==> src/rtl/cam_pkg.sv <==
package cam_pkg;

    typedef enum logic [1:0] {
        OP_SEARCH = 2'd0,
        OP_READ   = 2'd1,
        OP_WRITE  = 2'd2,
        OP_CLEAR  = 2'd3
    } cam_op_e;

    typedef enum logic {
        ST_IDLE      = 1'b0,
        ST_FREE_SCAN = 1'b1
    } cam_state_e;

endpackage

==> src/rtl/cam_match.sv <==
module cam_match #(
    parameter int WORDS = 8,
    parameter int WIDTH = 8
) (
    input  logic [WORDS-1:0][WIDTH:0] cells,
    input  logic [WIDTH:0]            key_full,
    input  logic [WIDTH:0]            mask_full,
    input  logic                      occ_gate,
    output logic [WORDS-1:0]          hits
);

    // One comparator per cell; the occupancy gate hides free cells in ordinary lookups
    for (genvar g = 0; g < WORDS; g++) begin : g_cell
        logic diff_any;
        assign diff_any = |((cells[g] ^ key_full) & mask_full);
        assign hits[g]  = !diff_any && (!occ_gate || cells[g][WIDTH]);
    end

endmodule

==> src/rtl/cam_resolve.sv <==
module cam_resolve #(
    parameter int WORDS = 8,
    parameter int CNT_W = $clog2(WORDS + 1),
    parameter int IDX_W = (WORDS > 1) ? $clog2(WORDS) : 1
) (
    input  logic [WORDS-1:0] hits,
    output logic [CNT_W-1:0] count,
    output logic             none,
    output logic             one,
    output logic             many,
    output logic             found,
    output logic [IDX_W-1:0] lowest
);

    always_comb begin
        count = '0;
        for (int i = 0; i < WORDS; i++) begin
            count = count + CNT_W'(hits[i]);
        end
    end

    // Scan from the top so the smallest hitting index wins
    always_comb begin
        lowest = '0;
        for (int i = WORDS - 1; i >= 0; i--) begin
            if (hits[i]) lowest = IDX_W'(i);
        end
    end

    assign found = |hits;
    assign none  = (count == '0);
    assign one   = (count == CNT_W'(1));
    assign many  = (count > CNT_W'(1));

endmodule

==> src/rtl/cam_store.sv <==
module cam_store
    import cam_pkg::*;
#(
    parameter int WORDS = 8,
    parameter int WIDTH = 8,
    localparam int CNT_W = $clog2(WORDS + 1),
    localparam int IDX_W = (WORDS > 1) ? $clog2(WORDS) : 1
) (
    input  logic             clk,
    input  logic             rst_n,
    input  logic             op_valid,
    input  logic [1:0]       op_code,
    input  logic [WIDTH-1:0] key,
    input  logic [WIDTH-1:0] mask,
    input  logic [WIDTH-1:0] wdata,
    output logic             ready,
    output logic             done,
    output logic [WORDS-1:0] match_vec,
    output logic             none_hit,
    output logic             one_hit,
    output logic             many_hit,
    output logic [CNT_W-1:0] hit_count,
    output logic [WIDTH-1:0] rdata,
    output logic             rvalid,
    output logic             full
);

    cam_state_e state, state_nx;
    cam_op_e    op;
    logic [WORDS-1:0][WIDTH:0] cells;
    logic [WIDTH-1:0]          pend_data;
    logic                      accept;
    logic                      scanning;

    logic [WIDTH:0]   key_full;
    logic [WIDTH:0]   mask_full;
    logic [WORDS-1:0] hits;
    logic [CNT_W-1:0] cnt;
    logic             f_none, f_one, f_many, found;
    logic [IDX_W-1:0] lowest;
    logic [WORDS-1:0] occ_vec;

    assign op       = cam_op_e'(op_code);
    assign scanning = (state == ST_FREE_SCAN);
    assign accept   = op_valid && (state == ST_IDLE);
    assign ready    = (state == ST_IDLE);

    for (genvar g = 0; g < WORDS; g++) begin : g_occ
        assign occ_vec[g] = cells[g][WIDTH];
    end

    // Shared compare path: free scan looks only at the occupancy flag for 0
    assign key_full  = scanning ? {1'b0, {WIDTH{1'b1}}} : {1'b0, key};
    assign mask_full = scanning ? {1'b1, {WIDTH{1'b0}}} : {1'b0, mask};

    cam_match #(.WORDS(WORDS), .WIDTH(WIDTH)) u_match (
        .cells     (cells),
        .key_full  (key_full),
        .mask_full (mask_full),
        .occ_gate  (!scanning),
        .hits      (hits)
    );

    cam_resolve #(.WORDS(WORDS), .CNT_W(CNT_W), .IDX_W(IDX_W)) u_resolve (
        .hits   (hits),
        .count  (cnt),
        .none   (f_none),
        .one    (f_one),
        .many   (f_many),
        .found  (found),
        .lowest (lowest)
    );

    // Next-state logic
    always_comb begin
        state_nx = state;
        unique case (state)
            ST_IDLE:      if (accept && op == OP_WRITE) state_nx = ST_FREE_SCAN;
            ST_FREE_SCAN: state_nx = ST_IDLE;
            default:      state_nx = ST_IDLE;
        endcase
    end

    // State register
    always_ff @(posedge clk or negedge rst_n) begin
        if (!rst_n) state <= ST_IDLE;
        else        state <= state_nx;
    end

    always_ff @(posedge clk or negedge rst_n) begin
        if (!rst_n) pend_data <= '0;
        else if (accept && op == OP_WRITE) pend_data <= wdata;
    end

    // Storage array: store after a successful scan, release on a single-hit clear
    always_ff @(posedge clk or negedge rst_n) begin
        if (!rst_n) begin
            cells <= '0;
        end else if (scanning && found) begin
            cells[lowest] <= {1'b1, pend_data};
        end else if (accept && op == OP_CLEAR && one_hit) begin
            for (int i = 0; i < WORDS; i++) begin
                if (match_vec[i]) cells[i][WIDTH] <= 1'b0;
            end
        end
    end

    // Output process
    always_ff @(posedge clk or negedge rst_n) begin
        if (!rst_n) begin
            done      <= 1'b0;
            match_vec <= '0;
            none_hit  <= 1'b1;
            one_hit   <= 1'b0;
            many_hit  <= 1'b0;
            hit_count <= '0;
            rdata     <= '0;
            rvalid    <= 1'b0;
            full      <= 1'b0;
        end else begin
            done   <= 1'b0;
            rvalid <= 1'b0;
            full   <= 1'b0;
            unique case (state)
                ST_IDLE: begin
                    if (accept) begin
                        case (op)
                            OP_SEARCH, OP_READ: begin
                                match_vec <= hits;
                                none_hit  <= f_none;
                                one_hit   <= f_one;
                                many_hit  <= f_many;
                                hit_count <= cnt;
                                done      <= 1'b1;
                                if (op == OP_READ) begin
                                    rvalid <= found;
                                    rdata  <= found ? cells[lowest][WIDTH-1:0] : '0;
                                end
                            end
                            OP_CLEAR: done <= 1'b1;
                            default: ;
                        endcase
                    end
                end
                ST_FREE_SCAN: begin
                    match_vec <= hits;
                    none_hit  <= f_none;
                    one_hit   <= f_one;
                    many_hit  <= f_many;
                    hit_count <= cnt;
                    done      <= 1'b1;
                    full      <= !found;
                end
                default: ;
            endcase
        end
    end

    // ---------------- assertions ----------------
    assert_flags_exclusive_R3: assert property (@(posedge clk) disable iff (!rst_n)
        $onehot({none_hit, one_hit, many_hit}));

    assert_count_vs_vector_R4: assert property (@(posedge clk) disable iff (!rst_n)
        int'(hit_count) == $countones(match_vec));

    assert_read_has_hit_R5: assert property (@(posedge clk) disable iff (!rst_n)
        rvalid |-> (done && !none_hit));

    assert_full_with_done_R7: assert property (@(posedge clk) disable iff (!rst_n)
        full |-> (done && none_hit));

    assert_full_keeps_cells_R7: assert property (@(posedge clk) disable iff (!rst_n)
        (scanning && !found) |=> $stable(occ_vec));

    assert_store_adds_one_R6: assert property (@(posedge clk) disable iff (!rst_n)
        (scanning && found) |=> ($countones(occ_vec) == $past($countones(occ_vec)) + 1));

    assert_scan_single_cycle_R10: assert property (@(posedge clk) disable iff (!rst_n)
        scanning |=> (ready && state == ST_IDLE));

endmodule

==> config.mk <==
export PLATFORM = sky130hd
export DESIGN_NAME = cam_store
export DESIGN_NICKNAME = d
export VERILOG_FILES = /design/src/rtl/cam_pkg.sv /design/src/rtl/cam_match.sv /design/src/rtl/cam_resolve.sv /design/src/rtl/cam_store.sv
export SDC_FILE = /design/constraint.sdc
export NUM_CORES = 1
export LEC_CHECK = 0
export BUFFER_PORTS_ARGS = -buffer_cell sky130_fd_sc_hd__buf_2
export CAP_MARGIN = 25
export CELL_PAD_IN_SITES_DETAIL_PLACEMENT = 1
export CELL_PAD_IN_SITES_GLOBAL_PLACEMENT = 2
export CORE_ASPECT_RATIO = 1.1
export CORE_UTILIZATION = 42
export DETAILED_ROUTE_END_ITERATION = 10
export GPL_TIMING_DRIVEN = 0
export PLACE_DENSITY_LB_ADDON = 0.12
export SLEW_MARGIN = 20
export SYNTH_ARGS = -nofsm -noshare
export SYNTH_HDL_FRONTEND = slang
export SYNTH_SLANG_ARGS = --single-unit
==> constraint.sdc <==
create_clock -name clk -period 9.7 [get_ports clk]
set_input_delay 0.97 -clock clk [delete_from_list [all_inputs] [get_ports clk]]
set_output_delay 0.97 -clock clk [all_outputs]
set_load 0.03 [all_outputs]
After elaboration in Yosys (flattened, before gate mapping)
Cells that the tools add are included.
{ "totals": {"regBits": 107, "out_inout_bits": 27} }
{ "classes": {"add_sub_neg": 7, "n_lt_le_gt_ge": 3, "n_eq_ne": 6, "mux": 65, "bitwise": 17, "reduce_logical": 63} }
{ "op_table": {"columns": ["cell", "n"], "rows": [
  ["9-bit bitwise AND", 8],
  ["72-bit bitwise mux", 1],
  ["9-bit OR reduction", 8],
  ["9-bit by 8-bit bitwise XOR with 9-bit output", 8],
  ["8-bit 2-to-1 mux", 5],
  ["1-bit 2-to-1 mux", 38],
  ["9-bit binary-select mux with 3-bit select", 1],
  ["9-bit demux with 3-bit select", 1],
  ["4-bit by 1-bit adder with 4-bit output", 6],
  ["3-bit 2-to-1 mux", 8],
  ["9-bit 2-to-1 mux", 2],
  ["2-bit AND reduction", 9],
  ["2-bit nonzero test", 9],
  ["8-bit case mux with 2 select lines", 1],
  ["1-bit logical AND", 14],
  ["1-bit case mux with 2 select lines", 5],
  ["1-bit zero test", 9],
  ["1-bit logical OR", 8],
  ["4-bit 2-to-1 mux", 2],
  ["4-bit case mux with 2 select lines", 1],
  ["8-bit OR reduction", 1],
  ["2-bit == test (second input constant)", 2],
  ["4-bit by 1-bit == test with 1-bit output (second input constant)", 1],
  ["4-bit by 1-bit greater-than comparator with 1-bit output (second input constant)", 1],
  ["11 further kinds", 12]
]} }

Longest topological paths before layout
{ "depth": {"ltp_word": 20, "depth_mapped": 18, "depth_no_buf": 15} }

Hierarchy
From an unflattened synthesis, not the netlist that was laid out.
{ "hier_totals": {"hier_cells": 499, "area_unflattened_um2": 6124.6} }
{ "by_module_without_submodules": {"columns": ["mod", "n_inst", "cells_per_inst", "area_per_inst_um2", "seq_area_each_um2"], "rows": [
  ["cam_store", 1, 314, 4695.8, 2678.8],
  ["cam_match", 1, 147, 1136.1, 0.0],
  ["cam_resolve", 1, 38, 292.8, 0.0]
]} }

Least setup slack after synthesis
No wires, ideal clock.
{ "synth_timing": {"path_type": "input -> register", "startpoint": "in key[0]", "endpoint": "reg one_hit", "setup_ps": 83, "arrival_time_ps": 4578, "t_required_ps": 9617, "slack_ps": 5040, "stages": 16, "n_path_buf": 2, "path_cell_list": "buf_2 xor2_1 a22oi_1 nand4_1 a221o_1 clkbuf_1 ha_1 inv_1 fa_1 fa_1 fa_1 inv_1 fa_1 nor2_1 nand2_1 o21ai_0"} }
{ "synth_between": {"elab_chain_len": 17, "word_cells_on_any_way": 52, "cone_classes": "add/sub: 7; eq/ne: 1; mux: 4; bitwise: 16; reduce/logical: 24"} }
{ "synth_rtl": {"columns": ["item", "line_no", "rtl"], "rows": [
  ["from (decl)", "cam_store.sv:13", "input logic [WIDTH-1:0] key,"],
  ["8-bit 2-to-1 mux (*)", "cam_store.sv:53", "assign key_full = scanning ? {1'b0, {WIDTH{1'b1}}} : {1'b0, key};"],
  ["9-bit by 8-bit bitwise XOR with 9-bit output", "cam_match.sv:15", "assign diff_any = |((cells[g] ^ key_full) & mask_full);"],
  ["9-bit bitwise AND", "cam_match.sv:15", null],
  ["9-bit OR reduction", "cam_match.sv:15", null],
  ["1-bit zero test", "cam_match.sv:16", "assign hits[g] = !diff_any && (!occ_gate || cells[g][WIDTH]);"],
  ["1-bit logical AND", "cam_match.sv:16", null],
  ["1-bit by 1-bit adder with 2-bit output", "cam_resolve.sv:18", "count = count + CNT_W'(hits[i]);"],
  ["4-bit by 1-bit adder with 4-bit output (5 in series)", "cam_resolve.sv:18", null],
  ["4-bit by 1-bit adder with 4-bit output (*)", "cam_resolve.sv:18", null],
  ["named net cnt[1]", "cam_store.sv:38", "logic [CNT_W-1:0] cnt;"],
  ["4-bit by 1-bit == test with 1-bit output (*)", "cam_resolve.sv:32", "assign one = (count == CNT_W'(1));"],
  ["1-bit 2-to-1 mux", "cam_store.sv:127", "case (op)"],
  ["1-bit 2-to-1 mux", "cam_store.sv:126", "if (accept) begin"],
  ["1-bit case mux with 2 select lines (*)", "cam_store.sv:124", "unique case (state)"],
  ["to (signal assigned)", "cam_store.sv:131", "one_hit <= f_one;"],
  ["to (signal assigned)", "cam_store.sv:148", "one_hit <= f_one;"],
  ["to (decl)", "cam_store.sv:20", "output logic one_hit,"]
]} }
Mark *: on every way through the listed nets, which the timed path passes. The rest lies on a longest branch. The select of a mux whose other input is x is not followed.
A chain may end at the register's enable or synchronous reset.

Final worst setup path
{ "layout_timing": {"startpoint": "in mask[6]", "endpoint": "reg one_hit"} }
{ "layout_between": {"elab_chain_len": 16, "word_cells_on_any_way": 44, "cone_classes": "add/sub: 7; eq/ne: 1; mux: 4; bitwise: 8; reduce/logical: 24"} }
{ "layout_rtl": {"columns": ["item", "line_no", "rtl"], "rows": [
  ["from (decl)", "cam_store.sv:14", "input logic [WIDTH-1:0] mask,"],
  ["9-bit 2-to-1 mux (*)", "cam_store.sv:54", "assign mask_full = scanning ? {1'b1, {WIDTH{1'b0}}} : {1'b0, mask};"],
  ["9-bit bitwise AND", "cam_match.sv:15", null],
  ["9-bit OR reduction", "cam_match.sv:15", null],
  ["1-bit zero test", "cam_match.sv:16", null],
  ["1-bit logical AND", "cam_match.sv:16", null],
  ["1-bit by 1-bit adder with 2-bit output", "cam_resolve.sv:18", null],
  ["4-bit by 1-bit adder with 4-bit output (5 in series)", "cam_resolve.sv:18", null],
  ["4-bit by 1-bit adder with 4-bit output (*)", "cam_resolve.sv:18", null],
  ["named net cnt[1]", "cam_store.sv:38", null],
  ["4-bit by 1-bit == test with 1-bit output (*)", "cam_resolve.sv:32", null],
  ["1-bit 2-to-1 mux", "cam_store.sv:127", null],
  ["1-bit 2-to-1 mux", "cam_store.sv:126", null],
  ["1-bit case mux with 2 select lines (*)", "cam_store.sv:124", null]
]} }
Marks and branches as above.

==> out/qor.yml <==
detailed_routing:
  vias_per_cell: 5.73
  vias: 4519
  ant_nets: 0
  wl_per_cell_um: 23.4
  routed_wl_mm: 18.4
  drt-initial-drc-count: 257
  dr.pass1.iters: 4
  remaining_drc_errors: 0
die:
  die-area_um2: 14400
  io_pins: 56
  die_w_um: 115
  fp-row-count: 44
  initial_core_util_pct: 43.6
  core_area_um2: 13400
  fp.dieH_um: 126
place:
  dpl_worst_slack_ns: 4.34
  gp_congestion: 0.830
  place_hpwl_mm: 13.6
  io_buffers: 47
global_route:
  grt_antenna_before_repair: 0
  grt-ovfl-total: 0
  grt_pass1_vias: 4764
  grt_use_total_pct: 27.8
  grt_max_degree: 66
  grt_pass1_wl_mm: 29.2
clock_network:
  cts.clk_slew.worst_paths_ns: 0.07
  cts_tree: "built"
  postCtsHoldBufs: 0
  cts_buffer_depth: 2
  postCtsSetupBuffers: 0
  cts_resized: 0
  cts_buffers: 9
  cts-root-buf: "clkbuf_16"
  clk_latency_ns: 0.36
  h-tree-depth: 3
  clock-sinks: 107
layout:
  layout-drive-gt1-share_pct: 29.1
  final_common_cell: "dfrtp_1"
  nNetsFinal: 636
  diodes: 0
  layout_common_cells: "dfrtp_1, mux2_2, buf_2"
  area_growth_pct: 13.8
sta:
  tightestPinTransition_ns: 0.769
  hold_viol: 0
  final_max_slew_viol_count: 0
  skew_ns: 0.00522
  min_period_over_period_pct: 51.3
  setup_viol: 0
  finalCriticalPeriod_ns: 4.98
  setup_slack_ns: 4.72
  setup_tns_ns: 0
  slew_headroom_pct: 48.6
  fmax_mhz: 201
  rsz0062_at_grt: "false"
setup_path:
  worst-setup-path-type: "in2reg"
  path_max_fanout: 10
  start_kind: "primary input"
  setup.worst_path.start: "mask[6]"
  crit_arrival_ns: 5.26
  critPathRequiredTime_ns: 9.98
  r2r_slack_ns: 4.74
  worstReg2RegStart: "scanning"
  reg2reg_depth: 17
  r2r_end: "one_hit"
  endpoint_kind: "register"
  cp-endpoint: "one_hit"
synth:
  synth_ff_type: "dfrtp_1"
  syn_area_per_cell_um2: 10.9
  syn_nets: 575
  synth_warnings: 0
  ys_seq_area_share_pct: 45.7
  synth_top_cell_by_area: "dfrtp_1"
  synthArstFlopShare_pct: 100
  synth.top_cells.by_area: "dfrtp_1, mux2_2, xnor2_1, xor2_1, o22ai_1"
  synth_edf_count: 0
  synth_top_area_share_pct: 45.3
  ys_types: 62
  synth_area_um2: 5860
  synthCells: 538
  synth_seq_cells: 107
power:
  leakage_nw: 3.11
  ir_drop_mv: 0.105
  power_density_nw_per_um2: 267
status:
  outcome: "finished, final reports clean"
hold_path:
  hp-class: "reg2reg"
run:
  drv_cap: 0
## worst min-delay path by stage
| stage | from | endpoint | depth (start not counted) |
|---|---|---|---|
| finish | rdata[3] | rdata[3] | 2 |
| global placement | rdata[4] | rdata[4] | 2 |
| global route | rdata[3] | rdata[3] | 2 |
| CTS | rdata[3] | rdata[3] | 2 |
| detailed placement | rdata[3] | rdata[3] | 2 |
| floorplan | cells[8] | cells[8] | 2 |
## sequential cells by signal (all words and copies together) (netlist names)
register,flops
cells,72
match_vec,8
pend_data,8
rdata,8
hit_count,4
done,1
full,1
many_hit,1
none_hit,1
one_hit,1
rvalid,1
scanning,1
## report_power, final
part	total, mW	switching (mW)	internal, mW	leakage [nW]
combinational	0.701	0.407	0.295	1.57
clock	0.379	0.171	0.207	0.139
sequential	0.702	0.125	0.577	1.40
total	1.78	0.703	1.08	3.11
## layout make-up
class,instances,area [um2]
Timing Repair Buffer,50,284
Multi-Input combinational cell,382,2950
Fill cell,1502,6760
Inverter,20,75.1
Sequential cell,107,2680
Clock inverter,4,50.0
Tap cell,184,230
Buffer,29,155
Clock buffer,12,246
## critical path: stages
cell and delay, ns:
buf_2 0.10, nand2b_1 0.05, clkbuf_1 0.40, o22ai_1 0.18, nor4_1 0.33, o21ai_2 0.21, clkbuf_1 0.36, ha_1 0.39
inv_1 0.05, fa_1 0.49, fa_1 0.42, fa_1 0.37, inv_1 0.09, fa_1 0.44, nor2_1 0.19, nand2_1 0.07
o21ai_0 0.14
## Yosys cell counts, drive strengths merged (2+ instances only)
master,number
and3,3
nor3,14
xnor2,41
a21oi,14
or2,4
o32ai,3
a32o,2
o21bai,2
o211ai,2
ha,4
and2,3
or4,3
nor2b,5
a22oi,9
inv,20
o22a,2
nor2,31
mux2,78
buf,20
fa,4
clkbuf,9
o21ai,24
o21a,3
nand3,4
nand2,32
a211oi,2
nand4,4
o22ai,25
o2111a,2
a31oi,3
o41ai,2
o221ai,6
dfrtp,106
or3,4
mux2i,2
xor2,24
nand2b,11
## cells by family (layout without fill, tap and decap cells)
group | after synthesis | count (layout) | share of synthesized area [%]
simple gates | 122 | 122 | 10.5
compound gates | 107 | 107 | 12.5
flops | 107 | 107 | 45.7
mux | 80 | 80 | 15.4
xor+xnor | 65 | 65 | 9.71
buf+inv | 49 | 115 | 3.93
fa+ha+maj | 8 | 8 | 2.22
## through the flow
step / cells / hold WS [ns] / power, mW / util, % / instance area [um2]
2_1_floorplan: 538 / 0.503 / 1.17 / - / 5860
3_3_place_gp: 769 / 0.457 / 1.38 / 47.1 / 6330
3_5_place_dp: 771 / 0.467 / 1.41 / 47.4 / 6370
4_1_cts: 787 / 0.483 / 1.79 / 49.6 / 6660
5_1_grt: 788 / 0.501 / 1.88 / 49.7 / 6670
6_report: 788 / 0.472 / 1.78 / 49.7 / 6670
## routing by layer
metal / vias up / wire length (um) / global-route usage (%)
li1: 2035 / - / -
met1: 2362 / 8270 / 39.4
met2: 103 / 8820 / 43.9
met3: 19 / 971 / 2.98
met4: 0 / 382 / 10.5
met5: - / 0 / 0
(Power assumes the default switching activity.)
